### config.mk
export PLATFORM = sky130hd
export DESIGN_NAME = swrst_ctrl
export DESIGN_NICKNAME = d
export VERILOG_FILES = /design/src/rtl/swrst_pkg.sv /design/src/rtl/swrst_chan.sv /design/src/rtl/swrst_group.sv /design/src/rtl/swrst_ctrl.sv
export SDC_FILE = /design/constraint.sdc
export NUM_CORES = 1
export LEC_CHECK = 0
export CORE_MARGIN = 3
export CORE_UTILIZATION = 23
export DETAILED_ROUTE_END_ITERATION = 6
export SLEW_MARGIN = 20
export SYNTH_ARGS = -nofsm -noshare
export SYNTH_HDL_FRONTEND = slang
export SYNTH_SLANG_ARGS = --single-unit
### constraint.sdc
create_clock -name clk -period 2 [get_ports clk]
set_input_delay 0.2 -clock clk [delete_from_list [all_inputs] [get_ports clk]]
set_output_delay 0.2 -clock clk [all_outputs]
set_load 0.05 [all_outputs]
### src/rtl/swrst_pkg.sv
package swrst_pkg;

    localparam int REG_W = 32;

    // Register positions that carry a resettable domain.
    localparam logic [REG_W-1:0] DOM_MASK  = 32'h1103_F9EF;
    localparam logic [REG_W-1:0] WDOG_MASK = 32'h0000_0002;
    localparam logic [REG_W-1:0] PIN_MASK  = 32'h0000_000C;

    localparam int NGRP     = 3;
    localparam int GRP_BASE = 29;   // soft, peripheral, system in ascending order
    localparam int SYS_GRP  = 2;

    typedef enum logic {CH_IDLE, CH_HOLD} ch_state_e;
    typedef enum logic {GR_IDLE, GR_WAIT} gr_state_e;

    function automatic logic [REG_W-1:0] grp_cover(input int g);
        logic [REG_W-1:0] m;
        unique case (g)
            0:       m = DOM_MASK & ~WDOG_MASK;
            1:       m = DOM_MASK & ~(WDOG_MASK | PIN_MASK);
            default: m = DOM_MASK;
        endcase
        return m;
    endfunction

endpackage

### src/rtl/swrst_chan.sv
module swrst_chan #(
    parameter int HOLD_CYC = 8
) (
    input  logic clk,
    input  logic rst_n,
    input  logic start,
    output logic busy,
    output logic busy_nxt
);
    import swrst_pkg::*;

    localparam int CW = (HOLD_CYC > 1) ? $clog2(HOLD_CYC) : 1;
    localparam logic [CW-1:0] LAST = CW'(HOLD_CYC - 1);

    ch_state_e       st_q, st_d;
    logic [CW-1:0]   cnt_q;

    always_comb begin
        st_d = st_q;
        unique case (st_q)
            CH_IDLE: if (start) st_d = CH_HOLD;
            CH_HOLD: if (!start && cnt_q == '0) st_d = CH_IDLE;
        endcase
    end

    always_ff @(posedge clk or negedge rst_n) begin
        if (!rst_n) st_q <= CH_IDLE;
        else        st_q <= st_d;
    end

    always_ff @(posedge clk or negedge rst_n) begin
        if (!rst_n)                 cnt_q <= '0;
        else if (start)             cnt_q <= LAST;
        else if (st_q == CH_HOLD && cnt_q != '0) cnt_q <= cnt_q - 1'b1;
    end

    always_comb begin
        busy     = (st_q == CH_HOLD);
        busy_nxt = (st_d == CH_HOLD);
    end

    p_start_r2: assert property (@(posedge clk) disable iff (!rst_n)
        start |=> busy && cnt_q == LAST);
    p_hold_r3: assert property (@(posedge clk) disable iff (!rst_n)
        busy && cnt_q != '0 |=> busy);
    p_release_r3: assert property (@(posedge clk) disable iff (!rst_n)
        $fell(busy) |-> $past(cnt_q) == '0 && !$past(start));

endmodule

### src/rtl/swrst_group.sv
module swrst_group (
    input  logic clk,
    input  logic rst_n,
    input  logic go,
    input  logic cover_nxt,
    output logic busy
);
    import swrst_pkg::*;

    gr_state_e st_q, st_d;

    always_comb begin
        st_d = st_q;
        unique case (st_q)
            GR_IDLE: if (go) st_d = GR_WAIT;
            GR_WAIT: if (!go && !cover_nxt) st_d = GR_IDLE;
        endcase
    end

    always_ff @(posedge clk or negedge rst_n) begin
        if (!rst_n) st_q <= GR_IDLE;
        else        st_q <= st_d;
    end

    always_comb busy = (st_q == GR_WAIT);

    p_go_r9: assert property (@(posedge clk) disable iff (!rst_n)
        go |=> busy);
    p_wait_r9: assert property (@(posedge clk) disable iff (!rst_n)
        busy && cover_nxt |=> busy);

endmodule

### src/rtl/swrst_ctrl.sv
module swrst_ctrl #(
    parameter int HOLD_CYC = 8
) (
    input  logic        clk,
    input  logic        rst_n,
    input  logic        wr_en,
    input  logic [31:0] wr_data,
    output logic [31:0] rd_data,
    output logic [31:0] dom_rst_o,
    output logic        cpu_rst_o
);
    import swrst_pkg::*;

    logic             accept;
    logic [NGRP-1:0]  grp_go, grp_busy, grp_cnxt;
    logic [REG_W-1:0] dom_start, dom_busy, dom_nxt;
    logic             cpu_busy, cpu_nxt;

    always_comb accept = wr_en && !grp_busy[SYS_GRP];

    for (genvar g = 0; g < NGRP; g++) begin : g_grp
        localparam logic [REG_W-1:0] COV = grp_cover(g);
        always_comb begin
            grp_go[g]   = accept && wr_data[GRP_BASE + g];
            grp_cnxt[g] = |(dom_nxt & COV) || (g == SYS_GRP && cpu_nxt);
        end
        swrst_group u_grp (
            .clk(clk), .rst_n(rst_n), .go(grp_go[g]),
            .cover_nxt(grp_cnxt[g]), .busy(grp_busy[g])
        );
        p_done_r9: assert property (@(posedge clk) disable iff (!rst_n)
            $fell(grp_busy[g]) |-> (dom_busy & COV) == '0);
    end

    for (genvar i = 0; i < REG_W; i++) begin : g_dom
        if (DOM_MASK[i]) begin : g_live
            always_comb begin
                dom_start[i] = (accept && wr_data[i])
                             || (grp_go[0] && grp_cover(0)[i])
                             || (grp_go[1] && grp_cover(1)[i])
                             || (grp_go[2] && grp_cover(2)[i]);
            end
            swrst_chan #(.HOLD_CYC(HOLD_CYC)) u_chan (
                .clk(clk), .rst_n(rst_n), .start(dom_start[i]),
                .busy(dom_busy[i]), .busy_nxt(dom_nxt[i])
            );
        end else begin : g_rsvd
            always_comb begin
                dom_start[i] = 1'b0;
                dom_busy[i]  = 1'b0;
                dom_nxt[i]   = 1'b0;
            end
        end
    end

    swrst_chan #(.HOLD_CYC(HOLD_CYC)) u_cpu (
        .clk(clk), .rst_n(rst_n), .start(grp_go[SYS_GRP]),
        .busy(cpu_busy), .busy_nxt(cpu_nxt)
    );

    always_comb begin
        rd_data   = dom_busy | {grp_busy, {GRP_BASE{1'b0}}};
        dom_rst_o = dom_busy;
        cpu_rst_o = cpu_busy;
    end

    p_soft_r6: assert property (@(posedge clk) disable iff (!rst_n)
        $rose(grp_busy[0]) |-> (dom_busy & grp_cover(0)) == grp_cover(0));
    p_peri_r7: assert property (@(posedge clk) disable iff (!rst_n)
        $rose(grp_busy[1]) |-> (dom_busy & grp_cover(1)) == grp_cover(1));
    p_sys_r8: assert property (@(posedge clk) disable iff (!rst_n)
        $rose(grp_busy[SYS_GRP]) |-> cpu_rst_o && dom_busy == DOM_MASK);
    p_sys_clear_r10: assert property (@(posedge clk) disable iff (!rst_n)
        $fell(grp_busy[SYS_GRP]) |-> rd_data == '0 && !cpu_rst_o);

endmodule

# ---- Word-level counts from Yosys, hierarchy flattened
# Index checks and enable logic that the tools add are counted.
dict set report totals {
  ff_bits 75
  output_inout_bits 65
  word_cells 366
}
dict set report op_classes {
  add_sub_neg 18
  n_mux 98
  bitwise_logic 22
  n_reduce_logical 189
}
# op count
set ops {}
lappend ops {{two-way mux 3 bit} 36}
lappend ops {{logical AND 1 bit} 60}
lappend ops {{logical NOT 3 bit} 18}
lappend ops {{nonzero test 3 bit} 18}
lappend ops {{subtractor 3 x 1 -> 3 bit, second input constant} 18}
lappend ops {{logical OR 1 bit} 48}
lappend ops {{case mux 1 bit (2 select lines)} 21}
lappend ops {{two-way mux 1 bit} 41}
lappend ops {{nonzero test 2 bit} 18}
lappend ops {{bitwise OR 29 x 32 -> 32 bit} 1}
lappend ops {{logical NOT 1 bit} 24}
lappend ops {{inverter 1 bit} 21}
lappend ops {{OR reduction 17 bit} 1}
lappend ops {{OR reduction 16 bit} 1}
lappend ops {{OR reduction 14 bit} 1}

# ---- Longest topological paths before layout
# Gate-level depths: netlist (run 1).
dict set report depth {
  depth_word 16
  depth_mapped 7
  depth_no_buf 7
}

# ---- By module
# From an unflattened synthesis (run 1), not the netlist that was laid out.
dict set report unflattened {
  cells_unflattened 444
  area_unflattened_um2 4390.5
}
# module n_inst cells_each area_each_um2 seq_area_each_um2
set modules_own_cells {}
lappend modules_own_cells {swrst_chan 18 20 206.4 100.1}
lappend modules_own_cells {swrst_ctrl 1 78 576.8 0.0}
lappend modules_own_cells {swrst_group 3 2 32.5 25.0}

# ---- Least setup slack after synthesis (run 1)
# No wires, ideal clock.
dict set report synth_timing {
  path_kind {reg-to-reg}
  start {reg g_dom[0].g_live.u_chan.cnt_q[0]}
  end {reg g_grp[2].u_grp.st_q}
  t_arrival_ns 1.614
  t_required_ns 1.867
  slack_ns 0.253
  path_stages_with_launch 8
  period_less_slack_ns 1.747
  cell_sequence {dfrtp_1 > inv_1 > ha_1 > inv_1 > o21ai_0 > nand4_1 > nor4_4 > a21oi_2}
}
dict set report synth_between {
  elab_chain_len 10
}
# item line
set synth_lines {}
lappend synth_lines {{start: declaration} swrst_chan.sv:16} ;# logic [CW-1:0] cnt_q;
lappend synth_lines {{start signal: assignment} swrst_chan.sv:34} ;# else if (st_q == CH_HOLD && cnt_q != '0) cnt_q <= cnt_q - 1'b1;
lappend synth_lines {{logical NOT 3 bit} swrst_chan.sv:22} ;# CH_HOLD: if (!start && cnt_q == '0) st_d = CH_IDLE;
lappend synth_lines {{logical AND 1 bit} swrst_chan.sv:22}
lappend synth_lines {{two-way mux 1 bit} swrst_chan.sv:22}
lappend synth_lines {{case mux 1 bit (2 select lines)} swrst_chan.sv:20} ;# unique case (st_q)
lappend synth_lines {{OR reduction 17 bit} swrst_ctrl.sv:25} ;# grp_cnxt[g] = |(dom_nxt & COV) || (g == SYS_GRP && cpu_nxt);
lappend synth_lines {{logical OR 1 bit} swrst_ctrl.sv:25}
lappend synth_lines {{logical NOT 1 bit} swrst_group.sv:16} ;# GR_WAIT: if (!go && !cover_nxt) st_d = GR_IDLE;
lappend synth_lines {{logical AND 1 bit} swrst_group.sv:16}
lappend synth_lines {{two-way mux 1 bit} swrst_group.sv:16}
lappend synth_lines {{case mux 1 bit (2 select lines)} swrst_group.sv:14} ;# unique case (st_q)
lappend synth_lines {{named net g_grp[2].u_grp.st_d} swrst_group.sv:10} ;# gr_state_e st_q, st_d;
lappend synth_lines {{end signal: assignment} swrst_group.sv:22} ;# else st_q <= st_d;
lappend synth_lines {{end: declaration} swrst_group.sv:10}
# The timed path passes the listed nets, and every way through them passes these cells.
# A chain may end at the register's enable or synchronous reset.

# ---- Worst setup path in the final report (run 1)
dict set report layout_timing {
  start {reg g_dom[8].g_live.u_chan.st_q}
  end {out rd_data[8]}
}
dict set report layout_between {
  elab_chain_len 1
}
# item line
set layout_lines {}
lappend layout_lines {{start: declaration} swrst_chan.sv:15} ;# ch_state_e st_q, st_d;
lappend layout_lines {{start signal: assignment} swrst_chan.sv:28} ;# else st_q <= st_d;
lappend layout_lines {{bitwise OR 29 x 32 -> 32 bit} swrst_ctrl.sv:62} ;# rd_data = dom_busy | {grp_busy, {GRP_BASE{1'b0}}};
lappend layout_lines {{end: declaration} swrst_ctrl.sv:8} ;# output logic [31:0] rd_data,
# No other way between the ends.

==> results of run 1 <==
kinds of logic (layout without fill, tap and decap cells):
logic type                 Yosys count  in the layout  synth area share
xor gates and xnor gates            18             18           0.03713
adders and majority gates           36             36            0.1061
AOI/OAI and AO/OA                   81             81            0.1238
buffers and inverters              119            161            0.1624
other                                1             27         0.0008833
DFF                                 75             75            0.4421
and+or+nand+nor                    121            121            0.1276
final cells by class:
| class | count | share of cell area |
|---|---|---|
| timing repair buffer | 93 | 0.1626 |
| sequential | 75 | 0.3493 |
| inverter | 52 | 0.03633 |
| clock inverter | 4 | 0.01770 |
| multi-input combinational | 283 | 0.3312 |
| clock buffer | 12 | 0.04960 |
| tap | 229 | 0.05333 |
worst max path at each step:
stage | end | start | slack [ps]
6_report | rd_data[8] | g_dom[8].g_live.u_chan.busy | 170
4_1_cts | rd_data[8] | g_dom[8].g_live.u_chan.busy | 140
3_5_place_dp | g_grp[0].u_grp.busy | wr_data[24] | 30
5_1_grt | g_grp[2].u_grp.busy | g_dom[16].g_live.u_chan.cnt_q[0] | 50
2_1_floorplan | g_grp[2].u_grp.busy | g_dom[0].g_live.u_chan.cnt_q[0] | 250
3_3_place_gp | g_grp[2].u_grp.busy | wr_data[24] | 50
what timing repair did:
action                                  in CTS  in global routing
endpoints found under the setup margin       0                  0
hold endpoints to repair                    17                  0
gates resized for setup                      0                  0
hold buffers                                 1                  0
state kept, by name, indices dropped and copies added (netlist names):
name                       cells
g_grp.u_grp.busy               3
g_dom.g_live.u_chan.cnt_q     51
u_cpu.busy                     1
u_cpu.cnt_q                    3
g_dom.g_live.u_chan.busy      17
through the flow:
step / utilization / setup slack [ps]
global route: 0.2981 / 49.82
finish: 0.2981 / 169.3
detailed placement: 0.2775 / 25.63
global placement: 0.2775 / 46.56
floorplan: - / 253.4
CTS: 0.2981 / 135.9
where the power goes:
part	leakage, uW	internal, uW	switching [uW]
Sequential	0.000889	2290	453
Combinational	0.00152	1860	2940
Clock	0.000179	1320	621
per-layer routing:
metal / up-vias / wire length [um] / GRT usage
met1: 1389 / 4191 / 0.1200
met4: 0 / 111 / 0.03030
met2: 65 / 3755 / 0.1338
li1: 1520 / - / -
met3: 11 / 510 / 0.02899
met5: - / 0 / 0
cell usage after synthesis, drive strengths merged:
cell type   n  share of area
a21oi      15          0.019
a22oi       3         0.0053
a31oi       5         0.0074
and3        5         0.0074
buf        67           0.12
conb        1        0.00088
dfrtp      75           0.44
ha         36           0.11
inv        52          0.046
nand2      86          0.076
nand2b      4         0.0059
nand3       1         0.0012
nand4       4         0.0059
nor2        1        0.00088
nor2b       1         0.0015
nor3       14          0.017
nor3b       1         0.0018
nor4        3         0.0080
o211ai     18          0.032
o21ai      36          0.053
o31a        1         0.0021
o31ai       2         0.0035
o41ai       1         0.0021
or3         1         0.0027
xnor2      18          0.037
==> impl_summary.log, run 1 <==
INFO  metric synth.yosys.warnings = 0
INFO  metric die_area = 20,120 um2
INFO  metric height_of_the_chip = 141.9 um
INFO  metric die_w = 141.9 um
INFO  metric wl_per_cell = 11.46 um
INFO  metric relative_slew_margins = 0.6645
INFO  metric fillers = 1,896
INFO  metric grt_setup_unrepaired = no
INFO  metric cts-buffers-inserted = 9
INFO  metric post-layout-total-power = 9476 uW
INFO  metric stdcell_count = 748
INFO  metric path_buf_inv = 1
INFO  metric drt_first_pass_iters = 4
INFO  metric path_cells = clkdlybuf4s50_1
INFO  metric ff2ff_path_depth = 8
INFO  metric place_hpwl = 6.514 mm
INFO  metric clock_path_buffers = 2
INFO  metric grt.total_usage = 0.08884
INFO  metric htreeDepth = 3
INFO  metric hold_viol_final = 0
INFO  metric most_common_library_cell_in_the_layout_ignoring_fill_and_taps = sky130_fd_sc_hd__nand2_1
INFO  metric most-common-layout-cells = sky130_fd_sc_hd__nand2_1, sky130_fd_sc_hd__dfrtp_1, sky130_fd_sc_hd__clkdlybuf4s50_1, sky130_fd_sc_hd__inv_1, sky130_fd_sc_hd__ha_1
INFO  metric cts.sink_count = 75
INFO  metric critPathArrivalTime = 1630 ps
INFO  metric routed-via-count = 2,985
INFO  metric drtIter0Drc = 105
INFO  metric clkLatencyLatePin = 330 ps
INFO  metric area.sequential = 1877 um2
INFO  metric cp_max_fo = 5
INFO  metric initial_standard_cell_utilization_of_the_core = 0.2355
INFO  metric antenna_cells = 0
INFO  metric ys_types = 31
INFO  metric critical_path_depth = 1
INFO  metric syn_avg_cell_area = 9.413 um2
INFO  metric globalRouteOverflowTotal = 0
INFO  metric postSynthCellCount = 451
INFO  metric post-route-drc-count = 0
INFO  metric cp_slowest_cell = sky130_fd_sc_hd__clkdlybuf4s50_1
INFO  metric cts_tree = built
INFO  metric setup_viol = 0
INFO  metric cp-end-kind = primary output
INFO  metric worst_pin_slew = 498.9 ps
INFO  metric cts_root_buffer = sky130_fd_sc_hd__clkbuf_16
INFO  metric fin_worst_hold_slack = 296.2 ps
INFO  metric clock-skew-final = 5.082 ps
INFO  metric postSynthRegisterBits = 75
INFO  metric timing.setup.critical_path_class = flip-flop to primary output
INFO  metric place.gp.congestion = 0.7065
INFO  metric final_cell_area = 5373 um2
INFO  metric max-vdd-ir-drop = 0.8732 mV
INFO  metric crit-reg2reg-capture = g_grp[0].u_grp.busy
INFO  metric pin_count = 100
INFO  metric cellPowerDensity = 1764 nW/um2
INFO  metric grt_pass1_vias = 2,868
INFO  metric finalWorstPathRequiredPeriod = 1831 ps
INFO  metric grt_max_degree = 37
INFO  metric postCtsSetupRepairBufs = 0
INFO  metric cap_viol_max_count = 0
INFO  metric required = 1800 ps
INFO  metric ff2ff_setup_slack = 240 ps
INFO  metric netlist_area = 4245 um2
INFO  metric antenna_found_initial = 0
INFO  metric placed_cell_area = 5001 um2
INFO  metric setup_total_negative_slack = 0 ps
INFO  metric via_per_inst = 3.991
INFO  metric share_of_cells_above_drive_strength_1 = 0.1252
INFO  metric crit_family = buffers and inverters
INFO  metric place.port_buffers = 60
INFO  metric std_cell_rows = 49
INFO  metric number_of_nets_in_the_layout = 585
INFO  metric placeableCoreArea = 18,020 um2
INFO  metric outcome = complete, no violations
INFO  metric numPlacedInstances = 731
INFO  metric synth_sequential_area_ratio = 0.4421
INFO  metric cts.reportedPaths.clkPinSlew = 60 ps
INFO  metric achievable-frequency = 0.5462 GHz
INFO  metric wire_length_of_the_first_global_routing_pass = 14.05 mm
INFO  metric synthToLayoutAreaGrowth = 26.55%
INFO  metric worstReg2RegStart = g_dom[16].g_live.u_chan.cnt_q[0]
INFO  metric min_period_over_period = 0.9153
INFO  metric setup.worst_path.start_class = flip-flop
INFO  metric count_of_antenna_violating_nets_left_after_detailed_routing = 0
INFO  metric worst_path_largest_cell_delay = 850 ps
INFO  metric min-delay-path-class = input pin to asynchronous set/reset pin
INFO  metric multiInputGateArea = 1779 um2
INFO  metric power.static_leakage = 0.002588 uW
INFO  metric wl = 8.569 mm
INFO  metric final-max-slew-violation-count = 0
Note: power is estimated with default switching activity, not from simulation.
==> inputs of run 2 (changes only) <==
Settings changed: REMOVE_ABC_BUFFERS set to 1, TNS_END_PERCENT set to 20.
==> run 2 against run 1 <==
  * Core utilization shrank 0.15 points
  * Power shrank 1.8%
  * Register-to-register slack lost 90 ps
  * Non-clock buffer count grew 1
  * Largest cell class unchanged
==> impl_summary.log, run 2 (synthesized netlist as in run 1, its figures left out) <==
INFO  metric post-layout-total-power = 9302 uW
INFO  metric count_of_antenna_violating_nets_left_after_detailed_routing = 0
INFO  metric finalWorstPathRequiredPeriod = 1848 ps
INFO  metric initial_standard_cell_utilization_of_the_core = 0.2355
INFO  metric relative_slew_margins = 0.6489
INFO  metric pin_count = 100
INFO  metric critPathArrivalTime = 2070 ps
INFO  metric routed-via-count = 3,038
INFO  metric timing.setup.critical_path_class = flip-flop to flip-flop
INFO  metric cts_root_buffer = sky130_fd_sc_hd__clkbuf_16
INFO  metric drtIter0Drc = 119
INFO  metric fillers = 1,912
INFO  metric outcome = complete, no violations
INFO  metric wire_length_of_the_first_global_routing_pass = 14.03 mm
INFO  metric comb_power_share = 0.515
INFO  metric ff2ff_setup_slack = 150 ps
INFO  metric clock-skew-final = 2.965 ps
INFO  metric place_hpwl = 6.446 mm
INFO  metric setup.worst_path.start_class = flip-flop
INFO  metric cts.sink_count = 75
INFO  metric setup_total_negative_slack = 0 ps
INFO  metric drt_first_pass_iters = 4
INFO  metric clkLatencyLatePin = 330 ps
INFO  metric cellPowerDensity = 1740 nW/um2
INFO  metric min-delay-path-class = input pin to asynchronous set/reset pin
INFO  metric sequential_group_share_of_total_power = 0.294
INFO  metric stdcell_count = 749
INFO  metric power_report.internal_total = 5292 uW
INFO  metric multiInputGateArea = 1779 um2
INFO  metric wl_per_cell = 11.24 um
INFO  metric hold_viol_final = 0
INFO  metric swShare = 0.4311
INFO  metric via_per_inst = 4.056
INFO  metric clock_path_buffers = 2
INFO  metric most-common-layout-cells = sky130_fd_sc_hd__nand2_1, sky130_fd_sc_hd__dfrtp_1, sky130_fd_sc_hd__clkdlybuf4s50_1, sky130_fd_sc_hd__inv_1, sky130_fd_sc_hd__ha_1
INFO  metric power.static_leakage = 0.002578 uW
INFO  metric most_common_library_cell_in_the_layout_ignoring_fill_and_taps = sky130_fd_sc_hd__nand2_1
INFO  metric die_w = 141.9 um
INFO  metric biggest_register = g_dom.g_live.u_chan.cnt_q
INFO  metric postCtsSetupRepairBufs = 0
INFO  metric cp_max_fo = 3
INFO  metric power_frac_clock = 0.191
INFO  metric largest_register_ffs = 51
INFO  metric cp-end-kind = flip-flop
INFO  metric achievable-frequency = 0.5410 GHz
INFO  metric globalRouteOverflowTotal = 0
INFO  metric worst_pin_slew = 522.2 ps
INFO  metric share_of_cells_above_drive_strength_1 = 0.1269
INFO  metric placeableCoreArea = 18,020 um2
INFO  metric grt_setup_unrepaired = no
INFO  metric place.port_buffers = 60
INFO  metric grt_pass1_vias = 2,922
INFO  metric wl = 8.420 mm
INFO  metric place.gp.congestion = 0.7176
INFO  metric cts_tree = built
INFO  metric number_of_nets_in_the_layout = 586
INFO  metric area.sequential = 1877 um2
INFO  metric synthToLayoutAreaGrowth = 25.94%
INFO  metric htreeDepth = 3
INFO  metric height_of_the_chip = 141.9 um
INFO  metric antenna_found_initial = 0
INFO  metric grt.total_usage = 0.08807
INFO  metric min_period_over_period = 0.9242
INFO  metric max-vdd-ir-drop = 0.8482 mV
INFO  metric cap_viol_max_count = 0
INFO  metric grt_max_degree = 41
INFO  metric cts.reportedPaths.clkPinSlew = 60 ps
INFO  metric numPlacedInstances = 732
INFO  metric final-max-slew-violation-count = 0
INFO  metric setup_viol = 0
INFO  metric post-route-drc-count = 0
INFO  metric std_cell_rows = 49
INFO  metric required = 2220 ps
INFO  metric die_area = 20,120 um2
INFO  metric antenna_cells = 0
INFO  metric switching_power = 4010 uW
INFO  metric cts-buffers-inserted = 9
[run 2: cell types whose count changed in the layout (fill, tap and decap cells not counted), sizes merged]
cell	change
buf	+1
clkinv	+2
bufinv	-1
clkbuf	-1
[run 2: metal layers]
metal / track usage / share of wire / vias to the layer above
li1: - / - / 1521
met1: 0.1136 / 0.47 / 1442
met2: 0.1423 / 0.47 / 65
met3: 0.02797 / 0.049 / 10
met4: 0.02424 / 0.012 / 0
met5: 0 / 0 / -
[run 2: final cells by class]
class,instances,share of cell area
inverters,52,0.03651
clock inverters,5,0.01404
well taps,229,0.05359
clock buffers,11,0.04727
flip-flops and latches,75,0.3510
repair buffers,94,0.1648
multi-input cells,283,0.3328
[run 2: critical path, cell delays in order, from the launching register on]
cell and delay (ps):
sky130_fd_sc_hd__dfrtp_1 360, sky130_fd_sc_hd__inv_1 110, sky130_fd_sc_hd__ha_1 180, sky130_fd_sc_hd__nand2b_1 80, sky130_fd_sc_hd__a22oi_1 260, sky130_fd_sc_hd__nand4_1 210
sky130_fd_sc_hd__nor4_4 300, sky130_fd_sc_hd__buf_4 180, sky130_fd_sc_hd__o21ai_2 50
[run 2: worst paths after layout]
path / startpoint / cells past startpoint / endpoint
worst max-delay path: g_dom[8].g_live.u_chan.cnt_q[0] / 8 / g_grp[0].u_grp.busy
worst min-delay path: rst_n / 2 / g_dom[2].g_live.u_chan.cnt_q[2]
worst max register to register: g_dom[8].g_live.u_chan.cnt_q[0] / 8 / g_grp[0].u_grp.busy
worst min register to register: g_dom[28].g_live.u_chan.cnt_q[1] / 2 / g_dom[28].g_live.u_chan.cnt_q[1]
max in group asynchronous: rst_n / 3 / g_dom[17].g_live.u_chan.cnt_q[1]
min in group clk: wr_data[30] / 3 / g_grp[1].u_grp.busy
[run 2: metrics by stage]
| stage | setup slack [ps] | util | hold WS [ps] | cell area [um2] |
|---|---|---|---|---|
| floorplan | -376.4 | - | -95.59 | 3849 |
| detailed placement | -16.79 | 0.2779 | 206.3 | 5009 |
| CTS | 137.9 | 0.2966 | 393.4 | 5346 |
| finish | 151.6 | 0.2966 | 373.8 | 5346 |
| global route | 35.05 | 0.2966 | 433.3 | 5346 |
| global placement | 58.34 | 0.2779 | 205.9 | 5009 |
[run 2: timing repair]
action	4_1_cts	5_1_grt
hold endpoints to repair	35	0
setup endpoints to repair	0	0
hold buffers	1	0
gates resized for setup	0	0
[run 2: power groups by stage]
stage	Sequential [uW]	Clock, uW	Combinational [uW]
after floorplan	3710	0	2330
after global placement	2750	0	4740
after detailed placement	2770	0	4830
after CTS	2750	1840	4870
after global routing	2850	1900	5340
final	2740	1780	4790
==> inputs of run 3 (changes only) <==
Settings changed: CORE_MARGIN 3 to unset.
==> run 3 against run 2 <==
  * Sequential cell count did not move
  * Clock skew rose by 6.1 ps
  * Power barely moved
  * Final cell count fell by 0.27%
  * Critical path depth did not move
  * Count of clock-buffer cells in the layout did not move
  * Setup slack got worse by 11 ps
  * Via count fell by 2.9%
  * Critical endpoint is now g_grp[2].u_grp.busy
  * Largest cell class unchanged
  * Largest power group unchanged
==> impl_summary.log, run 3 (synthesized netlist as in run 1, its figures left out) <==
INFO  metric clock-skew-final = 9.110 ps
INFO  metric wire_length_of_the_first_global_routing_pass = 13.50 mm
INFO  metric relative_slew_margins = 0.6551
INFO  metric cts.reportedPaths.clkPinSlew = 60 ps
INFO  metric min-delay-path-class = input pin to asynchronous set/reset pin
INFO  metric via_per_inst = 3.949
INFO  metric highest-signal-layer = met4
INFO  metric placeableCoreArea = 18,020 um2
INFO  metric setup_viol = 0
INFO  metric ff2ff_setup_slack = 140 ps
INFO  metric hold_viol_final = 0
INFO  metric required = 2220 ps
INFO  metric setup_total_negative_slack = 0 ps
INFO  metric ff2ff_path_depth = 8
INFO  metric cts-buffers-inserted = 9
INFO  metric clkLatencyLatePin = 330 ps
INFO  metric grt_setup_unrepaired = no
INFO  metric place.gp.congestion = 0.7358
INFO  metric cp_slowest_cell = sky130_fd_sc_hd__dfrtp_1
INFO  metric count_of_antenna_violating_nets_left_after_detailed_routing = 0
INFO  metric globalRouteOverflowTotal = 0
INFO  metric crit_family = simple AND/OR/NAND/NOR gates
INFO  metric clock_path_buffers = 2
INFO  metric pin_count = 100
INFO  metric synthToLayoutAreaGrowth = 25.58%
INFO  metric worstReg2RegStart = g_dom[8].g_live.u_chan.cnt_q[0]
INFO  metric dr_wl_met3 = 332 um
INFO  metric switching_power = 4007 uW
INFO  metric wl_met1 = 4.031 mm
INFO  metric cts_root_buffer = sky130_fd_sc_hd__clkbuf_16
INFO  metric final_cell_area = 5331 um2
INFO  metric place.port_buffers = 60
INFO  metric cts.sink_count = 75
INFO  metric crit-reg2reg-capture = g_grp[2].u_grp.busy
INFO  metric path_cells = inv_1 -> ha_1 -> nand2b_1 -> a22oi_1 -> nand4_1 -> nor4_4 -> buf_4 -> a21oi_2
INFO  metric finalWorstPathRequiredPeriod = 1860 ps
INFO  metric fillers = 1,914
INFO  metric drtIter0Drc = 118
INFO  metric comb_power_share = 0.512
INFO  metric timing.setup.critical_path_class = flip-flop to flip-flop
INFO  metric cts_tree = built
INFO  metric power.static_leakage = 0.002571 uW
INFO  metric share_of_cells_above_drive_strength_1 = 0.1236
INFO  metric antenna_cells = 0
INFO  metric sequential_group_share_of_total_power = 0.296
INFO  metric antenna_found_initial = 0
INFO  metric place_hpwl = 6.292 mm
INFO  metric wl_per_cell = 11.04 um
INFO  metric worst_path_largest_cell_delay = 360 ps
INFO  metric most-common-layout-cells = sky130_fd_sc_hd__nand2_1, sky130_fd_sc_hd__dfrtp_1, sky130_fd_sc_hd__clkdlybuf4s50_1, sky130_fd_sc_hd__inv_1, sky130_fd_sc_hd__ha_1
INFO  metric drt_first_pass_iters = 4
INFO  metric most_common_library_cell_in_the_layout_ignoring_fill_and_taps = sky130_fd_sc_hd__nand2_1
INFO  metric std_cell_rows = 49
INFO  metric power_frac_clock = 0.192
INFO  metric cap_viol_max_count = 0
INFO  metric max-vdd-ir-drop = 0.7285 mV
INFO  metric critPathArrivalTime = 2080 ps
INFO  metric setup.worst_path.start_class = flip-flop
INFO  metric grt_max_degree = 47
INFO  metric height_of_the_chip = 137.9 um
INFO  metric min_period_over_period = 0.9298
INFO  metric number_of_nets_in_the_layout = 584
INFO  metric worst_pin_slew = 513.0 ps
INFO  metric die_area = 19,010 um2
INFO  metric outcome = complete, no violations
INFO  metric biggest_register = g_dom.g_live.u_chan.cnt_q
INFO  metric cellPowerDensity = 1743 nW/um2
INFO  metric power_report.internal_total = 5287 uW
INFO  metric htreeDepth = 3
INFO  metric final-max-slew-violation-count = 0
INFO  metric initial_standard_cell_utilization_of_the_core = 0.2355
INFO  metric path_buf_inv = 2
INFO  metric wl = 8.247 mm
INFO  metric routed-via-count = 2,950
INFO  metric grt_pass1_vias = 2,763
INFO  metric die_w = 137.9 um
INFO  metric placed_cell_area = 4994 um2
INFO  metric cp_max_fo = 3
INFO  metric achievable-frequency = 0.5378 GHz
INFO  metric post-route-drc-count = 0
INFO  metric grt.total_usage = 0.09335
INFO  metric dr_wl_met2 = 3.826 mm
INFO  metric cp-end-kind = flip-flop
INFO  metric largest_register_ffs = 51
INFO  metric swShare = 0.4311
## run 3: worst max path at each step
stage                                                from                  end  depth (start not counted)
after floorplan                       g_grp[2].u_grp.busy  g_grp[2].u_grp.busy                          5
after global placement                        wr_data[24]  g_grp[2].u_grp.busy                          8
after detailed placement                      wr_data[24]  g_grp[2].u_grp.busy                          8
after CTS                 g_dom[8].g_live.u_chan.cnt_q[0]  g_grp[2].u_grp.busy                          8
after global routing      g_dom[8].g_live.u_chan.cnt_q[0]  g_grp[2].u_grp.busy                          8
final                     g_dom[8].g_live.u_chan.cnt_q[0]  g_grp[2].u_grp.busy                          8
## run 3: routing by layer
metal / up-vias / track usage
met1: 1367 / 0.1213
li1: 1513 / -
met5: - / 0
met2: 65 / 0.1525
met4: 0 / 0.02355
met3: 5 / 0.02522
## run 3: metrics by stage
step	hold WS, ps	setup WS, ps	total power [uW]	instances	utilization
2_1_floorplan	-95.59	-376.4	6048	410	-
3_3_place_gp	170.1	52.12	7489	730	0.2770
3_5_place_dp	169.4	7.694	7571	730	0.2770
4_1_cts	354.7	105.8	9422	747	0.2958
5_1_grt	395.6	30.01	10080	747	0.2958
6_report	338.8	140.5	9294	747	0.2958
## run 3: power groups by stage
stage                     logic (uW)  clock network, uW  registers, uW
final                           4760               1790           2750
after global routing            5320               1900           2860
after CTS                       4820               1840           2760
after detailed placement        4790                  0           2780
after global placement          4730                  0           2760
after floorplan                 2330                  0           3710
## run 3: timing repair
item,in CTS,in global routing
hold endpoints to repair,29,0
hold buffers,1,0
resized for setup,0,0
setup buffers,0,0
## run 3: area by class of cell
| cell class | count | area [um2] | area share |
|---|---|---|---|
| Tap cell | 229 | 286.5 | 0.05374 |
| Inverter | 52 | 195.2 | 0.03661 |
| Clock inverter | 5 | 75.07 | 0.01408 |
| Timing Repair Buffer | 92 | 865.8 | 0.1624 |
| Clock buffer | 11 | 252.7 | 0.04741 |
| Multi-Input combinational cell | 283 | 1779 | 0.3337 |
| Sequential cell | 75 | 1877 | 0.3520 |
